==> src/rtl/regbuf_pkg.sv <==
package regbuf_pkg;

  typedef enum logic [1:0] {
    PH_IDLE = 2'd0,
    PH_OFS  = 2'd1,
    PH_WR   = 2'd2,
    PH_RD   = 2'd3
  } bus_phase_t;

  // Step a running position, holding at the end mark (== depth).
  function automatic int step_pos(input int pos, input int depth);
    return (pos >= depth) ? depth : pos + 1;
  endfunction

  // Offsets beyond the buffer fold onto the last location.
  function automatic int clamp_offset(input int ofs, input int depth);
    return (ofs >= depth) ? depth - 1 : ofs;
  endfunction

endpackage

==> src/rtl/regbuf_mem.sv <==
module regbuf_mem #(
  parameter int DEPTH = 32,
  parameter int DW    = 8,
  parameter int PW    = $clog2(DEPTH) + 1
) (
  input  logic          clk,
  input  logic          rst_n,
  input  logic          bus_we,
  input  logic          bus_re,
  input  logic [PW-1:0] bus_addr,
  input  logic [DW-1:0] bus_wdata,
  output logic [DW-1:0] bus_rdata,
  input  logic          cpu_en,
  input  logic          cpu_we,
  input  logic [PW-1:0] cpu_addr,
  input  logic [DW-1:0] cpu_wdata,
  output logic [DW-1:0] cpu_rdata
);
  localparam int AW = (DEPTH > 1) ? $clog2(DEPTH) : 1;
  localparam logic [DW-1:0] PAST_END = {DW{1'b1}};

  logic [DW-1:0] cells [DEPTH];

  wire bus_in_range = (int'(bus_addr) < DEPTH);
  wire cpu_in_range = (int'(cpu_addr) < DEPTH);
  wire [AW-1:0] bus_idx = bus_addr[AW-1:0];
  wire [AW-1:0] cpu_idx = cpu_addr[AW-1:0];

  always_ff @(posedge clk) begin
    if (!rst_n) begin
      for (int i = 0; i < DEPTH; i++) cells[i] <= '0;
    end else begin
      if (bus_we && bus_in_range)
        cells[bus_idx] <= bus_wdata;
      else if (cpu_en && cpu_we && cpu_in_range)
        cells[cpu_idx] <= cpu_wdata;
    end
  end

  always_ff @(posedge clk) begin
    if (!rst_n) begin
      bus_rdata <= '0;
      cpu_rdata <= '0;
    end else begin
      if (bus_re) bus_rdata <= bus_in_range ? cells[bus_idx] : PAST_END;
      if (cpu_en && !cpu_we) cpu_rdata <= cpu_in_range ? cells[cpu_idx] : PAST_END;
    end
  end

  // the single storage port is never claimed by both sides at once.
  assert_single_port_R10: assert property (@(posedge clk) disable iff (!rst_n)
    !(cpu_en && (bus_we || bus_re)));

endmodule

==> src/rtl/regbuf_bus_side.sv <==
module regbuf_bus_side #(
  parameter int DEPTH = 32,
  parameter int DW    = 8,
  parameter int PW    = $clog2(DEPTH) + 1
) (
  input  logic          clk,
  input  logic          rst_n,
  input  logic          start,
  input  logic          stop,
  input  logic          addr_hit,
  input  logic          dir_rd,
  input  logic          rx_valid,
  input  logic [DW-1:0] rx_byte,
  input  logic          tx_req,
  output logic          mem_we,
  output logic          mem_re,
  output logic [PW-1:0] mem_addr,
  output logic [DW-1:0] mem_wdata,
  output logic          tx_valid,
  output logic          busy
);
  import regbuf_pkg::*;

  bus_phase_t    phase_q;
  logic [PW-1:0] base_q, pos_q;

  // Named internal events.
  wire ofs_load  = rx_valid && (phase_q == PH_OFS);
  wire wr_byte   = rx_valid && (phase_q == PH_WR);
  wire rd_byte   = tx_req   && (phase_q == PH_RD);
  wire rd_reload = addr_hit && dir_rd;
  wire wr_begin  = addr_hit && !dir_rd;

  wire [PW-1:0] ofs_clamped = PW'(clamp_offset(int'(rx_byte), DEPTH));
  wire [PW-1:0] pos_next    = PW'(step_pos(int'(pos_q), DEPTH));

  always_ff @(posedge clk) begin
    if (!rst_n) begin
      phase_q <= PH_IDLE;
      base_q  <= '0;
      pos_q   <= '0;
    end else begin
      if (rd_reload) begin
        phase_q <= PH_RD;
        pos_q   <= base_q;
      end else if (wr_begin) begin
        phase_q <= PH_OFS;
      end else if (start || stop) begin
        phase_q <= PH_IDLE;
      end else if (ofs_load) begin
        phase_q <= PH_WR;
        base_q  <= ofs_clamped;
        pos_q   <= ofs_clamped;
      end else if (wr_byte || rd_byte) begin
        pos_q   <= pos_next;
      end
    end
  end

  always_ff @(posedge clk) begin
    if (!rst_n) tx_valid <= 1'b0;
    else        tx_valid <= rd_byte && !rd_reload && !wr_begin && !start && !stop;
  end

  wire ctl_event = rd_reload || wr_begin || start || stop;
  assign mem_we    = wr_byte && !ctl_event;
  assign mem_re    = rd_byte && !ctl_event;
  assign mem_addr  = pos_q;
  assign mem_wdata = rx_byte;
  assign busy      = mem_we || mem_re;

  // the offset byte sets base and position to the same value.
  assert_ofs_load_R2: assert property (@(posedge clk) disable iff (!rst_n)
    (ofs_load && !ctl_event) |=> (base_q == pos_q));
  // a loaded offset always points inside the buffer.
  assert_ofs_clamp_R9: assert property (@(posedge clk) disable iff (!rst_n)
    (ofs_load && !ctl_event) |=> (int'(pos_q) < DEPTH));
  // a stored byte inside the buffer advances the position by one.
  assert_wr_step_R3: assert property (@(posedge clk) disable iff (!rst_n)
    (mem_we && int'(pos_q) < DEPTH) |=> (int'(pos_q) == int'($past(pos_q)) + 1));
  // an accepted send request yields a byte the next cycle.
  assert_tx_next_R4: assert property (@(posedge clk) disable iff (!rst_n)
    mem_re |=> tx_valid);
  // a read-direction match restarts at the base offset.
  assert_reload_R5: assert property (@(posedge clk) disable iff (!rst_n)
    rd_reload |=> (pos_q == base_q));
  // the position never passes the end mark.
  assert_pos_bound_R8: assert property (@(posedge clk) disable iff (!rst_n)
    int'(pos_q) <= DEPTH);

endmodule

==> src/rtl/regbuf_cpu_side.sv <==
module regbuf_cpu_side #(
  parameter int DEPTH = 32,
  parameter int DW    = 8,
  parameter int PW    = $clog2(DEPTH) + 1
) (
  input  logic          clk,
  input  logic          rst_n,
  input  logic          base_we,
  input  logic          req,
  input  logic          we,
  input  logic [DW-1:0] wdata,
  input  logic          grant,
  output logic          access_req,
  output logic [PW-1:0] mem_addr,
  output logic          rvalid
);
  import regbuf_pkg::*;

  logic [PW-1:0] base_q, pos_q;

  wire [PW-1:0] base_clamped = PW'(clamp_offset(int'(wdata), DEPTH));
  wire [PW-1:0] pos_next     = PW'(step_pos(int'(pos_q), DEPTH));
  wire          rd_done      = grant && !we;

  assign access_req = req && !base_we;
  assign mem_addr   = pos_q;

  always_ff @(posedge clk) begin
    if (!rst_n) begin
      base_q <= '0;
      pos_q  <= '0;
      rvalid <= 1'b0;
    end else begin
      rvalid <= rd_done;
      if (base_we) begin
        base_q <= base_clamped;
        pos_q  <= base_clamped;
      end else if (grant) begin
        pos_q  <= pos_next;
      end
    end
  end

  // a base write moves the running position onto the base.
  assert_base_load_R6: assert property (@(posedge clk) disable iff (!rst_n)
    base_we |=> (pos_q == base_q));
  // a completed read returns data one cycle later.
  assert_rd_latency_R7: assert property (@(posedge clk) disable iff (!rst_n)
    rd_done |=> rvalid);
  // a completed access advances the position unless it sits at the end.
  assert_cpu_step_R7: assert property (@(posedge clk) disable iff (!rst_n)
    (grant && int'(pos_q) < DEPTH) |=> (int'(pos_q) == int'($past(pos_q)) + 1));
  // the position never passes the end mark.
  assert_cpu_bound_R8: assert property (@(posedge clk) disable iff (!rst_n)
    int'(pos_q) <= DEPTH);

endmodule

==> src/rtl/ptr_regbuf.sv <==
module ptr_regbuf #(
  parameter int DEPTH = 32,
  parameter int DW    = 8
) (
  input  logic          clk,
  input  logic          rst_n,
  input  logic          i2c_start,
  input  logic          i2c_stop,
  input  logic          i2c_addr_hit,
  input  logic          i2c_dir_rd,
  input  logic          i2c_rx_valid,
  input  logic [DW-1:0] i2c_rx_byte,
  input  logic          i2c_tx_req,
  output logic [DW-1:0] i2c_tx_byte,
  output logic          i2c_tx_valid,
  input  logic          cpu_base_we,
  input  logic          cpu_req,
  input  logic          cpu_we,
  input  logic [DW-1:0] cpu_wdata,
  output logic          cpu_ready,
  output logic [DW-1:0] cpu_rdata,
  output logic          cpu_rvalid
);
  localparam int PW = $clog2(DEPTH) + 1;

  logic          bus_we, bus_re, bus_busy;
  logic [PW-1:0] bus_addr;
  logic [DW-1:0] bus_wdata;
  logic          cpu_access_req, cpu_grant;
  logic [PW-1:0] cpu_addr;

  regbuf_bus_side #(.DEPTH(DEPTH), .DW(DW), .PW(PW)) u_bus (
    .clk(clk), .rst_n(rst_n),
    .start(i2c_start), .stop(i2c_stop),
    .addr_hit(i2c_addr_hit), .dir_rd(i2c_dir_rd),
    .rx_valid(i2c_rx_valid), .rx_byte(i2c_rx_byte),
    .tx_req(i2c_tx_req),
    .mem_we(bus_we), .mem_re(bus_re), .mem_addr(bus_addr), .mem_wdata(bus_wdata),
    .tx_valid(i2c_tx_valid), .busy(bus_busy)
  );

  // Bus side first: the processor waits whenever the bus touches storage.
  assign cpu_grant = cpu_access_req && !bus_busy;
  assign cpu_ready = cpu_grant;

  regbuf_cpu_side #(.DEPTH(DEPTH), .DW(DW), .PW(PW)) u_cpu (
    .clk(clk), .rst_n(rst_n),
    .base_we(cpu_base_we), .req(cpu_req), .we(cpu_we), .wdata(cpu_wdata),
    .grant(cpu_grant), .access_req(cpu_access_req),
    .mem_addr(cpu_addr), .rvalid(cpu_rvalid)
  );

  regbuf_mem #(.DEPTH(DEPTH), .DW(DW), .PW(PW)) u_mem (
    .clk(clk), .rst_n(rst_n),
    .bus_we(bus_we), .bus_re(bus_re), .bus_addr(bus_addr),
    .bus_wdata(bus_wdata), .bus_rdata(i2c_tx_byte),
    .cpu_en(cpu_grant), .cpu_we(cpu_we), .cpu_addr(cpu_addr),
    .cpu_wdata(cpu_wdata), .cpu_rdata(cpu_rdata)
  );

  // ready is never offered while the bus side holds the storage.
  assert_bus_first_R10: assert property (@(posedge clk) disable iff (!rst_n)
    cpu_ready |-> !(bus_we || bus_re));
  // read data only follows a completed processor read.
  assert_rvalid_src_R7: assert property (@(posedge clk) disable iff (!rst_n)
    cpu_rvalid |-> $past(cpu_ready && !cpu_we));

endmodule

==> config.mk <==
export PLATFORM = sky130hd
export DESIGN_NAME = ptr_regbuf
export DESIGN_NICKNAME = d
export VERILOG_FILES = /design/src/rtl/regbuf_pkg.sv /design/src/rtl/regbuf_mem.sv /design/src/rtl/regbuf_bus_side.sv /design/src/rtl/regbuf_cpu_side.sv /design/src/rtl/ptr_regbuf.sv
export SDC_FILE = /design/constraint.sdc
export NUM_CORES = 1
export LEC_CHECK = 0
export BUFFER_PORTS_ARGS = -buffer_cell sky130_fd_sc_hd__buf_2
export CAP_MARGIN = 20
export CORE_MARGIN = 3
export CORE_UTILIZATION = 44
export DETAILED_ROUTE_END_ITERATION = 8
export PLACE_DENSITY = 0.72
export SYNTH_ARGS = -nofsm -noshare
export SYNTH_HDL_FRONTEND = slang
export SYNTH_SLANG_ARGS = --single-unit
export TNS_END_PERCENT = 100
==> constraint.sdc <==
create_clock -name clk -period 6.4 [get_ports clk]
set_clock_uncertainty 0.15 [all_clocks]
set_input_delay 1.28 -clock clk [delete_from_list [all_inputs] [get_ports clk]]
set_output_delay 1.28 -clock clk [all_outputs]
set_load 0.05 [all_outputs]
==> metrics.md <==
| Metric | Value |
|---|---|
| Worst-Margin Slew | 1.06 ns |
| Clk sink count | 304 |
| # Post-CTS Setup Buffers | 0 |
| # IOs | 46 |
| Lkg Pwr | 6.07 nW |
| Clock transition at path regs | 0.06 ns |
| Placed Cells | 1,703 |
| Status | complete, no violations |
| First-pass GRT wire length | 76,000 um |
| DRT Pass-1 Iters | 5 |
| Post-DP HPWL | 35,300 um |
| Initial Utilization | 0.449 |
| WL per Instance | 29.2 um |
| Initial antenna violation count | 0 |
| Sequential share of power | 0.476 |
| Largest delay share family, worst path | simple AND/OR/NAND/NOR gates |
| CP max FO | 72 |
| Startpoint types | input port |
| Synth Flop Type | edfxtp_1 |
| Final Routed Wirelength | 51,500 um |
| Relative slew slack | 0.293 |
| Tot Pwr | 4.85 mW |
| Critical-path cell list | buf_2 -> buf_4 -> nand3b_1 -> or4_1 -> nor2_1 -> o22ai_2 -> nand2_1 |
| Die H | 197 um |
| H-tree levels | 2 |
| Final setup fails | 0 |
| Layout area overhead | 12.2% |
| Setup TNS | 0 ns |
| Slowest CP cell | or4_1 |
| Worst hold path type | flip-flop to flip-flop |
| Post-synth EDFFs | 256 |
| Core Area | 35,800 um^2 |
| # Max-Cap Violations | 0 |
| Register area | 8660 um^2 |
| Tcrit/Tclk final | 0.626 |
| VDD IR max | 0.139 mV |
| Share of cells above drive strength 1 | 0.229 |
| Die W | 197 um |
| Die area | 38,900 um^2 |
| Int Pwr | 3.64 mW |
| Switch share | 0.249 |
| Cts hold-fix bufs | 0 |
| CTS resizes | 0 |
| Post-route design area | 18,100 um^2 |
| Synth Instances | 1,276 |
| Post-route DRC | 0 |
| Largest net degree at the start of global routing | 73 |
| Clk buf depth | 3 |
| Kind of critical path | input port to flip-flop |
| FF+latch count, synth | 304 |
| Buf/Inv on CP | 2 |
| Power per cell area | 268 nW/um^2 |
| Global route overflow | 0 |
| CTS tree | built |
| Clock buffer count from CTS | 34 |
| Fill cells | 2,994 |
| DP Area | 16,900 um^2 |
| RSZ-0062 raised after global routing | false |
| Routed via count | 12,200 |
| Fmax | 249 MHz |
| Number of port buffers | 45 |
| Tmin final | 4.01 ns |
| Vias in the first global route | 11,600 |
| Clock network power share | 0.413 |
| FFs w/ async S/R, synth | 0 |
| Gpl congestion | 0.981 |
| Netlist Area Pre-Place | 16,100 um^2 |
| Routed vias/inst | 6.89 |
| Antenna cells | 0 |
| Multi-input gate area | 6980 um^2 |
| Final hold vios | 0 |
| Final Net Count | 1,314 |
| Yosys warns | 0 |
| Final Max Slew Viols | 0 |
| Largest stage delay, worst path | 0.78 ns |
| Critical Path End Type | flip-flop |
| Row cnt | 69 |
| Worst EP arrival | 4.01 ns |
| Antenna-violating nets left | 0 |
| Netlist cell types | 67 |
| Tot GR Track Use | 0.263 |
| Clock Tree Root | clkbuf_16 |
| CP required | 6.40 ns |
| Sequential cell area fraction in the yosys report | 0.537 |
| Sw power | 1.21 mW |
| Final std cells w/o fill | 1,768 |
| DRT iter0 DRCs | 2,131 |
| Comb pwr share | 0.111 |
| Clock Latency Late Sink | 0.50 ns |
| Net Count, Synth | 1,307 |
| Mean area per synthesized cell | 12.6 um^2 |
layout make-up:
type	instances	area share
Sequential cell	304	0.480
Timing Repair Buffer	91	0.0359
Inverter	17	0.00353
Multi-Input combinational cell	835	0.386
Clock inverter	21	0.0127
Tap cell	461	0.0319
Clock buffer	39	0.0499
power by group through the flow:
stage	clock [mW]	combinational, mW	sequential, mW
floorplan	0	0.375	2.29
global placement	0	0.501	2.34
detailed placement	0	0.520	2.35
CTS	2.00	0.523	2.30
global route	2.08	0.560	2.31
finish	2.00	0.537	2.31
registers in the layout (all words and copies together), names as in the netlist, named ones only:
signal / flops
u_cpu.rvalid: 1
u_mem.cpu_rdata: 8
u_cpu.mem_addr: 6
u_mem.bus_rdata: 8
u_bus.tx_valid: 1
u_mem.cells: 256
u_bus.mem_addr: 6
u_bus.phase_q: 2
u_bus.base_q: 6
cells in the final DEF, fill, tap and decap left out, drive strengths merged, types with 7 or more instances in the layout:
cell type and n:
a211oi 15, a21oi 46, a221oi 15, a22o 10, a22oi 27, a31oi 7
and3 9, buf 90, clkbuf 40, clkinv 13, dfxtp 48, edfxtp 256
inv 19, mux2 16, mux2i 69, mux4 104, nand2 49, nand3 19
nand3b 7, nor2 160, nor2b 11, nor3 122, nor4 12, o21a 10
o21ai 56, o221ai 13
synthesized netlist by cell type (all sizes together) (9+ instances only):
master  number  area share
a211oi      15      0.0070
a21oi       46       0.015
a221oi      15      0.0082
a22o        10      0.0054
a22oi       27       0.013
and3         9      0.0035
buf         57       0.018
clkbuf      63       0.015
dfxtp       48       0.060
edfxtp     256        0.48
inv         17      0.0040
mux2        16       0.011
mux2i       69       0.043
mux4       104        0.15
nand2       49       0.012
nand3       19      0.0067
nor2       160       0.039
nor2b       11      0.0043
nor3       122       0.039
nor4        12      0.0069
o21a        10      0.0047
o21ai       56       0.019
o221ai      13      0.0071
worst reg2reg max path: stages, from the launching register on:
cell and delay (ns):
dfxtp_1 0.47, mux2_4 0.36, and3_1 0.35, nor2_8 0.53
mux2i_4 0.77, buf_4 0.40, nor3_1 0.10
per-layer routing:
| layer | GRT usage | vias to the layer above | share of wire |
|---|---|---|---|
| met5 | 0 | - | 0 |
| met4 | 0.0950 | 0 | 0.039 |
| met3 | 0.0735 | 156 | 0.15 |
| met2 | 0.394 | 1013 | 0.44 |
| met1 | 0.370 | 6010 | 0.36 |
| li1 | - | 5005 | - |
through the flow:
| step | hold slack [ns] | setup WS, ns | utilization |
|---|---|---|---|
| floorplan | 0.303 | 2.47 | - |
| CTS | 0.335 | 2.26 | 0.503 |
| global route | 0.365 | 2.21 | 0.504 |
| detailed placement | 0.327 | 1.72 | 0.472 |
| global placement | 0.329 | 1.88 | 0.468 |
| finish | 0.338 | 2.39 | 0.504 |
path summary, 6_finish.rpt:
kind	start	to	slack, ns	cells after the start
worst max-delay path	rst_n	u_mem.cells[11][3]$_SDFFCE_PN0P_	2.39	7
worst min-delay path	u_bus.base_q[5]$_SDFFE_PN0P_	u_bus.base_q[5]$_SDFFE_PN0P_	0.34	1
worst max register to register	u_bus.phase_q[0]$_SDFFE_PN0P_	u_mem.cells[13][3]$_SDFFCE_PN0P_	3.00	6
worst min register to register	u_bus.base_q[5]$_SDFFE_PN0P_	u_bus.base_q[5]$_SDFFE_PN0P_	0.34	1
kinds of logic (layout without fill, tap and decap cells):
logic type	after synthesis	in the layout	synth area share
AOI/OAI and AO/OA	226	226	0.0972
DFF	304	304	0.537
adders and majority gates	4	4	0.00311
buffers and inverters	137	168	0.0363
xor gates and xnor gates	3	3	0.00163
muxes	189	189	0.200
and+or+nand+nor	413	413	0.124
Note: power is estimated with default switching activity, not from simulation.
